## config.mk

```make
export PLATFORM = sky130hd
export DESIGN_NAME = sg_chain_walker
export DESIGN_NICKNAME = d
export VERILOG_FILES = /design/src/rtl/sgw_pkg.sv /design/src/rtl/sgw_fetch.sv /design/src/rtl/sgw_decode.sv /design/src/rtl/sgw_ctrl.sv /design/src/rtl/sg_chain_walker.sv
export SDC_FILE = /design/constraint.sdc
export NUM_CORES = 1
export LEC_CHECK = 0
export CAP_MARGIN = 15
export CORE_UTILIZATION = 54
export DETAILED_ROUTE_END_ITERATION = 8
export PLACE_DENSITY = 0.95
export SETUP_SLACK_MARGIN = 0.3
export SKIP_LAST_GASP = 1
export SYNTH_ARGS = -nofsm -noshare
export SYNTH_HDL_FRONTEND = slang
export SYNTH_SLANG_ARGS = --single-unit
```

## constraint.sdc

```tcl
create_clock -name clk -period 5 [get_ports clk]
set_clock_uncertainty 0.05 [all_clocks]
set_input_delay 0.5 -clock clk [delete_from_list [all_inputs] [get_ports clk]]
set_output_delay 0.5 -clock clk [all_outputs]
set_load 0.02 [all_outputs]
```

## src/rtl/sgw_pkg.sv

```systemverilog
package sgw_pkg;

  localparam int WORD_W         = 32;
  localparam int WORDS_PER_DESC = 4;
  localparam int DESC_W         = WORD_W * WORDS_PER_DESC;
  localparam int GRAIN_SHIFT    = 3;
  localparam int BYTES_W        = WORD_W + GRAIN_SHIFT;
  localparam int MODE_W         = 4;

  // word positions inside a descriptor
  localparam int W_BUF   = 0;
  localparam int W_LEN   = 1;
  localparam int W_CTL   = 2;
  localparam int W_NEXT  = 3;

  // bit positions inside the control word
  localparam int BIT_ORDER  = 4;
  localparam int BIT_TO_DEV = 5;
  localparam int BIT_FINAL  = 7;
  localparam int MODE_LSB   = 8;

  typedef enum logic [1:0] {
    FAULT_NONE     = 2'd0,
    FAULT_ZERO_LEN = 2'd1,
    FAULT_TOO_LONG = 2'd2
  } fault_e;

  typedef struct packed {
    logic [WORD_W-1:0] buf_addr;
    logic [WORD_W-1:0] units;
    logic              ordered;
    logic              to_dev;
    logic              last;
    logic [MODE_W-1:0] mode;
    logic [WORD_W-1:0] next_ptr;
  } desc_t;

endpackage

```

## src/rtl/sgw_fetch.sv

```systemverilog
module sgw_fetch
  import sgw_pkg::*;
(
  input  logic              clk,
  input  logic              rst_n,
  input  logic              launch,
  input  logic [WORD_W-1:0] base,
  output logic              rd_req,
  output logic [WORD_W-1:0] rd_addr,
  input  logic              rd_valid,
  input  logic [WORD_W-1:0] rd_data,
  output logic              ready,
  output logic [DESC_W-1:0] words
);

  localparam int IDX_W = $clog2(WORDS_PER_DESC);

  typedef enum logic [1:0] {F_IDLE, F_REQ, F_WAIT} fstate_e;

  fstate_e           st_q, st_d;
  logic [IDX_W-1:0]  idx_q, idx_d;
  logic [WORD_W-1:0] base_q, base_d;
  logic              ready_q, ready_d;
  logic              cap_en;
  logic              unused_low;

  assign unused_low = ^base[GRAIN_SHIFT-1:0];

  always_comb begin
    st_d    = st_q;
    idx_d   = idx_q;
    base_d  = base_q;
    ready_d = 1'b0;
    cap_en  = 1'b0;
    case (st_q)
      F_IDLE: begin
        if (launch) begin
          st_d   = F_REQ;
          idx_d  = '0;
          base_d = {base[WORD_W-1:GRAIN_SHIFT], {GRAIN_SHIFT{1'b0}}};
        end
      end
      F_REQ: st_d = F_WAIT;
      F_WAIT: begin
        if (rd_valid) begin
          cap_en = 1'b1;
          if (idx_q == IDX_W'(WORDS_PER_DESC - 1)) begin
            st_d    = F_IDLE;
            ready_d = 1'b1;
          end else begin
            idx_d = idx_q + IDX_W'(1);
            st_d  = F_REQ;
          end
        end
      end
      default: st_d = F_IDLE;
    endcase
  end

  always_ff @(posedge clk or negedge rst_n) begin
    if (!rst_n) begin
      st_q    <= F_IDLE;
      idx_q   <= '0;
      base_q  <= '0;
      ready_q <= 1'b0;
    end else begin
      st_q    <= st_d;
      idx_q   <= idx_d;
      base_q  <= base_d;
      ready_q <= ready_d;
    end
  end

  for (genvar g = 0; g < WORDS_PER_DESC; g++) begin : g_word
    logic [WORD_W-1:0] w_q;
    logic              w_en;
    assign w_en = cap_en && (idx_q == IDX_W'(g));
    always_ff @(posedge clk or negedge rst_n) begin
      if (!rst_n)    w_q <= '0;
      else if (w_en) w_q <= rd_data;
    end
    assign words[g*WORD_W +: WORD_W] = w_q;
  end

  assign rd_req  = (st_q == F_REQ);
  assign rd_addr = base_q + {{(WORD_W-IDX_W-2){1'b0}}, idx_q, 2'b00};
  assign ready   = ready_q;

endmodule

```

## src/rtl/sgw_decode.sv

```systemverilog
module sgw_decode
  import sgw_pkg::*;
(
  input  logic [DESC_W-1:0] words,
  output desc_t             desc
);

  logic [WORD_W-1:0] ctl;
  logic              unused_rsvd;

  assign ctl = words[W_CTL*WORD_W +: WORD_W];

  assign desc.buf_addr = words[W_BUF*WORD_W  +: WORD_W];
  assign desc.units    = words[W_LEN*WORD_W  +: WORD_W];
  assign desc.next_ptr = words[W_NEXT*WORD_W +: WORD_W];
  assign desc.ordered  = ctl[BIT_ORDER];
  assign desc.to_dev   = ctl[BIT_TO_DEV];
  assign desc.last     = ctl[BIT_FINAL];
  assign desc.mode     = ctl[MODE_LSB +: MODE_W];

  assign unused_rsvd = ^{ctl[WORD_W-1:MODE_LSB+MODE_W], ctl[6], ctl[3:0]};

endmodule

```

## src/rtl/sgw_ctrl.sv

```systemverilog
module sgw_ctrl
  import sgw_pkg::*;
#(
  parameter int MAX_ENTRIES = 8
) (
  input  logic              clk,
  input  logic              rst_n,
  input  logic              start,
  input  logic [WORD_W-1:0] start_addr,
  input  logic              ready,
  input  logic [WORD_W-1:0] units,
  input  logic              last,
  input  logic [WORD_W-1:0] next_ptr,
  input  logic              xfer_ack,
  output logic              launch,
  output logic [WORD_W-1:0] launch_base,
  output logic              xfer_req,
  output logic              busy,
  output logic              done,
  output logic              err,
  output logic [1:0]        err_code
);

  localparam int CNT_W = $clog2(MAX_ENTRIES + 1);

  typedef enum logic [1:0] {C_IDLE, C_FETCH, C_XFER} cstate_e;

  cstate_e          st_q, st_d;
  logic [CNT_W-1:0] cnt_q, cnt_d;
  logic             done_q, done_d;
  logic             err_q, err_d;
  fault_e           code_q, code_d;
  logic             cap_hit;

  assign cap_hit = (cnt_q == CNT_W'(MAX_ENTRIES - 1));

  always_comb begin
    st_d        = st_q;
    cnt_d       = cnt_q;
    done_d      = 1'b0;
    err_d       = 1'b0;
    code_d      = code_q;
    launch      = 1'b0;
    launch_base = start_addr;
    case (st_q)
      C_IDLE: begin
        if (start) begin
          launch = 1'b1;
          cnt_d  = '0;
          code_d = FAULT_NONE;
          st_d   = C_FETCH;
        end
      end
      C_FETCH: begin
        if (ready) begin
          if (units == '0) begin
            err_d  = 1'b1;
            code_d = FAULT_ZERO_LEN;
            st_d   = C_IDLE;
          end else begin
            st_d = C_XFER;
          end
        end
      end
      C_XFER: begin
        if (xfer_ack) begin
          if (last) begin
            done_d = 1'b1;
            st_d   = C_IDLE;
          end else if (cap_hit) begin
            err_d  = 1'b1;
            code_d = FAULT_TOO_LONG;
            st_d   = C_IDLE;
          end else begin
            cnt_d       = cnt_q + CNT_W'(1);
            launch      = 1'b1;
            launch_base = next_ptr;
            st_d        = C_FETCH;
          end
        end
      end
      default: st_d = C_IDLE;
    endcase
  end

  always_ff @(posedge clk or negedge rst_n) begin
    if (!rst_n) begin
      st_q   <= C_IDLE;
      cnt_q  <= '0;
      done_q <= 1'b0;
      err_q  <= 1'b0;
      code_q <= FAULT_NONE;
    end else begin
      st_q   <= st_d;
      cnt_q  <= cnt_d;
      done_q <= done_d;
      err_q  <= err_d;
      code_q <= code_d;
    end
  end

  assign xfer_req = (st_q == C_XFER);
  assign busy     = (st_q != C_IDLE);
  assign done     = done_q;
  assign err      = err_q;
  assign err_code = code_q;

endmodule

```

## src/rtl/sg_chain_walker.sv

```systemverilog
module sg_chain_walker
  import sgw_pkg::*;
#(
  parameter int MAX_ENTRIES = 8
) (
  input  logic               clk,
  input  logic               rst_n,
  input  logic               start,
  input  logic [WORD_W-1:0]  start_addr,
  output logic               busy,
  output logic               rd_req,
  output logic [WORD_W-1:0]  rd_addr,
  input  logic               rd_valid,
  input  logic [WORD_W-1:0]  rd_data,
  output logic               xfer_req,
  output logic [WORD_W-1:0]  xfer_addr,
  output logic [BYTES_W-1:0] xfer_bytes,
  output logic               xfer_write,
  output logic               xfer_ordered,
  output logic [MODE_W-1:0]  xfer_mode,
  input  logic               xfer_ack,
  output logic               done,
  output logic               err,
  output logic [1:0]         err_code
);

  logic              launch;
  logic [WORD_W-1:0] launch_base;
  logic              ready;
  logic [DESC_W-1:0] words;
  desc_t             desc;

  sgw_fetch u_fetch (
    .clk      (clk),
    .rst_n    (rst_n),
    .launch   (launch),
    .base     (launch_base),
    .rd_req   (rd_req),
    .rd_addr  (rd_addr),
    .rd_valid (rd_valid),
    .rd_data  (rd_data),
    .ready    (ready),
    .words    (words)
  );

  sgw_decode u_decode (
    .words (words),
    .desc  (desc)
  );

  sgw_ctrl #(.MAX_ENTRIES(MAX_ENTRIES)) u_ctrl (
    .clk         (clk),
    .rst_n       (rst_n),
    .start       (start),
    .start_addr  (start_addr),
    .ready       (ready),
    .units       (desc.units),
    .last        (desc.last),
    .next_ptr    (desc.next_ptr),
    .xfer_ack    (xfer_ack),
    .launch      (launch),
    .launch_base (launch_base),
    .xfer_req    (xfer_req),
    .busy        (busy),
    .done        (done),
    .err         (err),
    .err_code    (err_code)
  );

  assign xfer_addr    = desc.buf_addr;
  assign xfer_bytes   = {desc.units, {GRAIN_SHIFT{1'b0}}};
  assign xfer_write   = desc.to_dev;
  assign xfer_ordered = desc.ordered;
  assign xfer_mode    = desc.mode;

endmodule

```

## Word-level counts from Yosys, hierarchy flattened

Index checks and enable logic that the tools add are counted.

| word-level totals | value |
|---|---|
| output and inout bits | 112 |
| input bits | 69 |
| flip-flop bits (word level) | 152 |
| word-level logic and storage cells | 102 |

| operators by class | value |
|---|---|
| reduce and logical (&&, ||, !) cells | 18 |
| $add $sub $neg | 3 |
| multiplexer cells | 50 |
| equality and inequality tests | 18 |

Operator list:

| cell | number |
|---|---|
| $mux 32 | 4 |
| $add 32x4->32 | 1 |
| $logic_not 32->1 | 1 |
| $mux 2 | 15 |
| $mux 1 | 20 |
| $pmux 2 s3 | 3 |
| $mux 4 | 4 |
| $ne 2x2->1 const B | 7 |
| $eq 2x2->1 const B | 4 |
| $pmux 4 s2 | 1 |
| $reduce_and 7->1 | 1 |
| $eq 2x1->1 const B | 3 |
| $logic_not 2->1 | 3 |
| $ne 2x1->1 const B | 3 |
| $reduce_bool 2->1 | 3 |
| $reduce_and 5->1 | 1 |
| $add 4x1->4 const B | 1 |
| $eq 4x3->1 const B | 1 |
| $logic_and 1x1->1 | 4 |
| $pmux 1 s2 | 2 |
| $pmux 2 s2 | 1 |
| $reduce_and 2->1 | 2 |
| $reduce_and 4->1 | 1 |
| $reduce_and 3->1 | 1 |
| 2 further kinds | 2 |

## Depth between registers and ports, before layout

Gate-level depths: netlist (run 1).

| logic depth | value |
|---|---|
| word-level depth | 7 |
| mapped depth | 9 |
| depth with buffers taken out | 6 |

## Modules after synthesis

A second synthesis (run 1) with hierarchy kept.

| second synthesis, totals | value |
|---|---|
| cells, all modules | 670 |
| area, all modules | 8589.5 um^2 |

By module, submodules not included:

| module | cells each | instances | area an instance (um^2) | sequential area each (um^2) |
|---|---|---|---|---|
| sgw_fetch | 444 | 1 | 6646.4 | 4053.9 |
| sgw_ctrl | 119 | 1 | 1143.6 | 250.2 |
| sgw_decode | 103 | 1 | 773.2 | 0.0 |
| sg_chain_walker | 4 | 1 | 26.3 | 0.0 |

## Least setup slack after synthesis (run 1)

Ideal clock, no wire load.

| timing | value |
|---|---|
| path kind | flip-flop to output port |
| start | register u_fetch.idx_q[1] |
| end | output port rd_addr[29] |
| slack | 2.711 ns |
| path buffers | 0 |
| data required time | 4.450 ns |
| stages on the path, launching flop included | 7 |
| arrival time | 1.739 ns |
| cell sequence | dfrtp_1 > ha_1 > ha_1 > nand4_1 > nor2_1 > nand4_1 > xnor2_1 |

| on the way | value |
|---|---|
| word-level cells in the longest chain between the ends | 1 |

Ends and longest elaborated chain:

| item | line | source |
|---|---|---|
| start, declared | sgw_fetch.sv:21 | `logic [IDX_W-1:0] idx_q, idx_d;` |
| start signal, assigned | sgw_fetch.sv:68 | `idx_q <= idx_d;` |
| $add 32x4->32 | sgw_fetch.sv:86 | `assign rd_addr = base_q + {{(WORD_W-IDX_W-2){1'b0}}, idx_q, 2'b00};` |
| end, declared | sg_chain_walker.sv:12 | `output logic [WORD_W-1:0] rd_addr,` |

Every way passes these cells.

## Worst setup path after layout (run 1)

| timing | value |
|---|---|
| start | register u_fetch.idx_q[1] |
| end | output port rd_addr[31] |

Same word-level chain as after synthesis.

==> results_dict.tcl, run 1 <==
set metrics [dict create \
    rows 41 \
    peakVddDrop_uv 384.1 \
    ys_top_cells_by_count "dfrtp_1, mux2_2, buf_4" \
    cp_max_fo 8 \
    numPortBuffers 172 \
    wl_per_cell_um 19.39 \
    finalHoldViolations 0 \
    numCtsBuffers 17 \
    pwr-share-comb_pct 45.4 \
    fin_area_mm2 0.009165 \
    max_cap_violations 0 \
    nets 813 \
    crit_type "reg2out" \
    ant_nets 0 \
    rsz0062_at_grt "false" \
    synthFlopType "dfrtp_1" \
    grt.total_usage_pct 26.80 \
    firstDrtPassIters 4 \
    p_per_area_mw_per_mm2 680.1 \
    maxSlewViolCount 0 \
    drive_gt1_share_pct 19.76 \
    hold_ws_ns 0.1076 \
    drt_iter0_markers 384 \
    placed_area_mm2 0.008557 \
    synth_edf_count 0 \
    yosys-top-cells-area "dfrtp_1, mux2_2, buf_4, nand2_1, a41oi_1" \
    worst_setup_path_end_kind "primary output" \
    seqPwrFrac_pct 34.2 \
    cts_sinks 144 \
    internal_power_mw 3.907 \
    dpl.cell_count 884 \
    cts_buffer_depth 2 \
    yosysTopAreaCellShare_pct 49.66 \
    cts_tree "yes" \
    grt_max_degree 97 \
    netlist_instances 634 \
    required_ns 4.45 \
    cp_data_arrival_time_ns 3.08 \
    cts_max_level 4 \
    ys_types 43 \
    antenna_found_initial 0 \
    syn_avg_cell_area_um2 11.44 \
    async_flop_share_pct 100.0 \
    hold_path.class "in2async" \
    grt_pass1_wl_um 28530 \
    yosys_warnings 0 \
    tightest_slew_ns 0.8941 \
    layout_min_cycle_time_ns 3.629 \
    postCtsResizedCells 0 \
    grt_pass1_vias 5465 \
    cts_root_buf "clkbuf_16" \
    remaining_drc_errors 0 \
    syn2layout_area_growth_pct 26.31 \
    p_total_mw 6.233 \
    setup_viol 0 \
    initial_core_util_pct 56.35 \
    die_y_um 117.9 \
    synth-seq-cells 144 \
    tns_ns 0 \
    clkPwrFrac_pct 20.4 \
    slew-limit-headroom_pct 40.25 \
    outcome "completed" \
    synth.most_common_cell "dfrtp_1" \
    viasPerCell 5.763 \
    p_leak_nw 3.973 \
    routed_wl_um 17760 \
    synth_area_leader_cell "dfrtp_1" \
    syn-cell-area_mm2 0.007256 \
    p_switching_mw 2.326 \
    die_area_mm2 0.01390 \
    io_pins 181 \
    die_w_um 117.9 \
    grt_overflow 0 \
    finalNonFillerCells 916 \
    worstSetupStartpointType "flop" \
    clkSlewWorstSetupHoldPaths_ns 0.06 \
    clk_latency_ns 0.43 \
    fin_crit_sh_pct 72.58 \
    seq_area_frac_synth_pct 49.66 \
    num_vias 5279 \
    diodes 0 \
    place.gp.congestion 0.8411 \
    max_freq_mhz 275.6 \
    dp_hpwl_um 12450 \
    ctsHoldBuffers 0 \
    core_mm2 0.01288 \
    post_cts_buffers 0 \
    p_sw_share_pct 37.32 \
]
worst paths after layout:
path                       cells after the start                   endpoint                 startpoint  slack, ns
hold / removal                                 1  u_fetch.g_word[1].w_q[27]                      rst_n       0.11
setup reg to reg                               7         u_fetch.base_q[10]             u_ctrl.st_q[0]       2.35
hold reg to reg                                1  u_fetch.g_word[0].w_q[16]  u_fetch.g_word[0].w_q[16]       0.45
min in group clk                               1  u_fetch.g_word[0].w_q[16]  u_fetch.g_word[0].w_q[16]       0.45
setup / recovery                               7                rd_addr[31]           u_fetch.idx_q[1]       1.37
max in group asynchronous                      2                u_ctrl.done                      rst_n       3.59
registers in the layout (all words and copies together), names as in the netlist:
register and count:
u_fetch.g_word.w_q 100, u_fetch.base_q 29, u_ctrl.cnt_q 4, u_ctrl.err_code 2, u_ctrl.st_q 2, u_fetch.idx_q 2
u_fetch.st_q 2, u_ctrl.done 1, u_ctrl.err 1, u_fetch.ready 1
cell families (layout without fill, tap and decap cells):
| group | after synthesis | after routing | share of synthesized area [%] |
|---|---|---|---|
| and+or+nand+nor | 149 | 149 | 10.54 |
| DFF | 144 | 144 | 49.66 |
| buffers and inverters | 115 | 221 | 10.52 |
| muxes | 105 | 105 | 16.40 |
| AOI/OAI and AO/OA | 81 | 81 | 7.501 |
| xor gates and xnor gates | 27 | 27 | 3.259 |
| adders and majority gates | 12 | 12 | 2.069 |
| other | 1 | 5 | 0.05168 |
layout make-up:
type | count | area, um^2
Fill cell | 836 | 3711
Sequential cell | 144 | 3603
Multi-Input combinational cell | 379 | 2925
Timing Repair Buffer | 180 | 1795
Clock buffer | 22 | 454.2
Tap cell | 172 | 215.2
Clock inverter | 9 | 133.9
Inverter | 10 | 37.54
routing by layer:
layer | track usage [%] | part of all wire (%) | vias up
li1 | - | - | 2368
met1 | 31.08 | 38 | 2624
met2 | 45.37 | 51 | 247
met3 | 6.831 | 6.3 | 40
met4 | 14.58 | 3.7 | 0
met5 | 0 | 0 | -
placed cells by master, fill, tap and decap left out, types with 3 or more instances in the layout:
master	instances
clkdlybuf4s50_1	171
dfrtp_1	144
mux2_2	103
nand2_1	72
a21oi_1	29
a41oi_1	27
xnor2_1	20
clkbuf_16	17
nand3_1	14
ha_1	12
nor4_1	11
inv_1	10
nand4_1	10
o21ai_0	9
and3_1	7
xor2_1	7
buf_4	7
nor2_1	6
and4_1	5
conb_1	5
nand2b_1	4
o211ai_1	4
clkbuf_1	4
clkinvlp_4	4
nor2b_1	3
nor3_1	3
a31oi_1	3
bufinv_16	3
worst max-delay path, cell delays in order (launching register included):
cell and delay (ns):
dfrtp_1 0.41, ha_1 0.22, ha_1 0.23, nand4_1 0.19, nor2_1 0.59, nand4_1 0.21
xnor2_1 0.19, clkdlybuf4s50_1 0.62
metrics by stage:
stage,setup slack (ns),util (%)
floorplan,2.711,-
global placement,1.951,66.46
detailed placement,1.871,66.46
CTS,1.402,71.02
global route,1.163,71.18
finish,1.371,71.18
power groups by stage:
stage                     logic, mW  clock network (mW)  registers (mW)
after global routing           2.99                1.34            2.20
after floorplan                2.03                   0            2.03
after detailed placement       2.79                   0            2.13
after global placement         2.70                   0            2.09
after CTS                      2.82                1.29            2.12
final                          2.83                1.27            2.13
Power figures use the tool's default switching activity.
==> run 2, diff against run 1 <==
- CORE_UTILIZATION: 54 -> 50
- PLACE_DENSITY: 0.95 -> 0.89
- clock period: 5 -> 3.8 ns (I/O delays scaled with it)
==> run 2 against run 1 <==
Cell count increased by 1.1%. Die area grew 7.9%. Utilization fell by 5.5 points. Power grew 33%. Clock power increased by 36%. Via count is 0.42% higher. Sequential power increased by 33%. Register-to-register slack lost 1.2 ns. Global-route usage decreased by 1.3 points. Clock-buffer cell count shrank 2. First-iteration DRC count grew 11%. Critical endpoint is now rd_addr[19]. Highest routed layer unchanged.
==> results_dict.tcl, run 2 (synthesis results as in run 1) <==
set metrics [dict create \
    outcome "completed" \
    p_leak_nw 4.006 \
    grt_overflow 0 \
    crit_path_top_delay_cell "clkdlybuf4s50_1" \
    slew-limit-headroom_pct 39.59 \
    initial_core_util_pct 51.67 \
    whs_path_depth 1 \
    routed_wl_um 18390 \
    drt_iter0_markers 425 \
    remaining_drc_errors 0 \
    p_per_area_mw_per_mm2 899.3 \
    regMostFlops "u_fetch.g_word.w_q" \
    worstSetupStartpointType "flop" \
    crit_path_max_incr_delay_ns 0.65 \
    max_freq_mhz 300.4 \
    rsz0062_at_grt "false" \
    viasPerCell 5.725 \
    firstDrtPassIters 5 \
    required_ns 3.37 \
    rr_worst_depth 6 \
    cts_tree "yes" \
    hold_end "u_fetch.g_word[0].w_q[25]" \
    cts_root_buf "clkbuf_16" \
    io_pins 181 \
    r2r-end "u_fetch.base_q[3]" \
    crit_buf_inv 1 \
    critPathLaunch "u_fetch.idx_q[1]" \
    tns_ns 0 \
    maxSlewViolCount 0 \
    grt_pass1_wl_um 28690 \
    core_mm2 0.01404 \
    worst_setup_path_end_kind "primary output" \
    syn2layout_area_growth_pct 27.16 \
    drive_gt1_share_pct 20.64 \
    cp_data_arrival_time_ns 2.90 \
    grt.total_usage_pct 25.49 \
    layout_common_cells "clkdlybuf4s50_1, dfrtp_1, mux2_2" \
    hold_start "u_fetch.g_word[0].w_q[25]" \
    setup_viol 0 \
    layout_min_cycle_time_ns 3.329 \
    hold_path.class "reg2reg" \
    dp_hpwl_um 12800 \
    antenna_found_initial 0 \
    die_y_um 122.5 \
    place.gp.congestion 0.8185 \
    path_common_cell "ha_1" \
    clk_latency_ns 0.42 \
    cts_max_level 4 \
    r2r_slack_ns 1.16 \
    die_area_mm2 0.01500 \
    largest_reg_flops 100 \
    path_cells "ha_1 -> ha_1 -> nand4_1 -> nor2_4 -> nand2_1 -> xnor2_1 -> clkdlybuf4s50_1" \
    cts_sinks 144 \
    final_common_cell "clkdlybuf4s50_1" \
    die_w_um 122.5 \
    crit_type "reg2out" \
    path_delay_family "simple AND/OR/NAND/NOR gates" \
    nets 814 \
    rows 43 \
    final_util_pct 65.70 \
    cts_buffer_depth 2 \
    num_vias 5301 \
    r2r-start "u_ctrl.st_q[0]" \
    wl_per_cell_um 19.86 \
    cp_max_fo 8 \
    diodes 0 \
    top_regs "u_fetch.g_word.w_q: 100 flops, u_fetch.base_q: 29 flops, u_ctrl.cnt_q: 4 flops" \
    grt_max_degree 78 \
    peakVddDrop_uv 479.4 \
    clkSlewWorstSetupHoldPaths_ns 0.06 \
    finalHoldViolations 0 \
    max_cap_violations 0 \
    grt_pass1_vias 5455 \
    numPortBuffers 172 \
    numCtsBuffers 17 \
    tightest_slew_ns 0.9029 \
    fin_crit_sh_pct 87.61 \
    ant_nets 0 \
]
## run 2: layer usage
metal	part of all wire (%)	global-route usage, %	wire length, um	vias to the layer above
met5	0	0	0	-
met4	3.3	11.66	601	0
met3	6.1	6.459	1116	46
met2	51	42.91	9355	224
met1	40	30.64	7320	2656
li1	-	-	-	2375
## run 2: worst max path at each step
stage	slack, ns	cells after the start	end
6_report	0.47	7	rd_addr[19]
5_1_grt	0.35	7	rd_addr[17]
4_1_cts	0.40	7	rd_addr[21]
3_5_place_dp	0.65	7	rd_addr[21]
3_3_place_gp	0.82	7	rd_addr[21]
2_1_floorplan	1.63	6	rd_addr[29]
## run 2: power by group
part / internal [mW] / switching [mW]
Sequential: 2.24 / 0.591
Clock: 1.07 / 0.660
Combinational: 1.84 / 1.89
Total: 5.16 / 3.14
## run 2: timing repair
| action | CTS | global route |
|---|---|---|
| buffers inserted | 0 | 0 |
| endpoints found under the setup margin | 8 | 2 |
| endpoints found under the hold margin | 67 | 0 |
| resized for setup | 1 | 2 |
| hold buffers | 1 | 0 |
## run 2: layout make-up
class                           instances  area [um^2]
Fill cell                             997         4816
Sequential cell                       144         3603
Multi-Input combinational cell        379         2942
Timing Repair Buffer                  181         1805
Clock buffer                           20        456.7
Tap cell                              180        225.2
Clock inverter                         12        156.4
Inverter                               10        37.54
## run 2: worst register-to-register path, stage by stage (launching register included)
cell and delay (ns):
dfrtp_1 0.43, inv_1 0.11, ha_1 0.43, nand3b_4 0.19, nand2b_1 0.58, mux2_4 0.48, mux2_2 0.26
## run 2: through the flow
| stage | std cells | worst slack [ns] | hold slack [ns] | instance area [um^2] | power (mW) |
|---|---|---|---|---|---|
| 3_3_place_gp | 893 | 0.8163 | 0.3594 | 8589 | 6.343 |
| 2_1_floorplan | 638 | 1.631 | 0.03441 | 7271 | 5.335 |
| 4_1_cts | 926 | 0.4030 | 0.4562 | 9215 | 8.309 |
| 5_1_grt | 926 | 0.3464 | 0.4634 | 9226 | 8.683 |
| 6_report | 926 | 0.4709 | 0.4541 | 9226 | 8.297 |
| 3_5_place_dp | 893 | 0.6473 | 0.3639 | 8589 | 6.522 |
==> run 3, diff against run 2 <==
- SLEW_MARGIN: unset -> 20
==> results of run 3 <==
The final DEF is identical to that of run 2; final timing and power are the same.
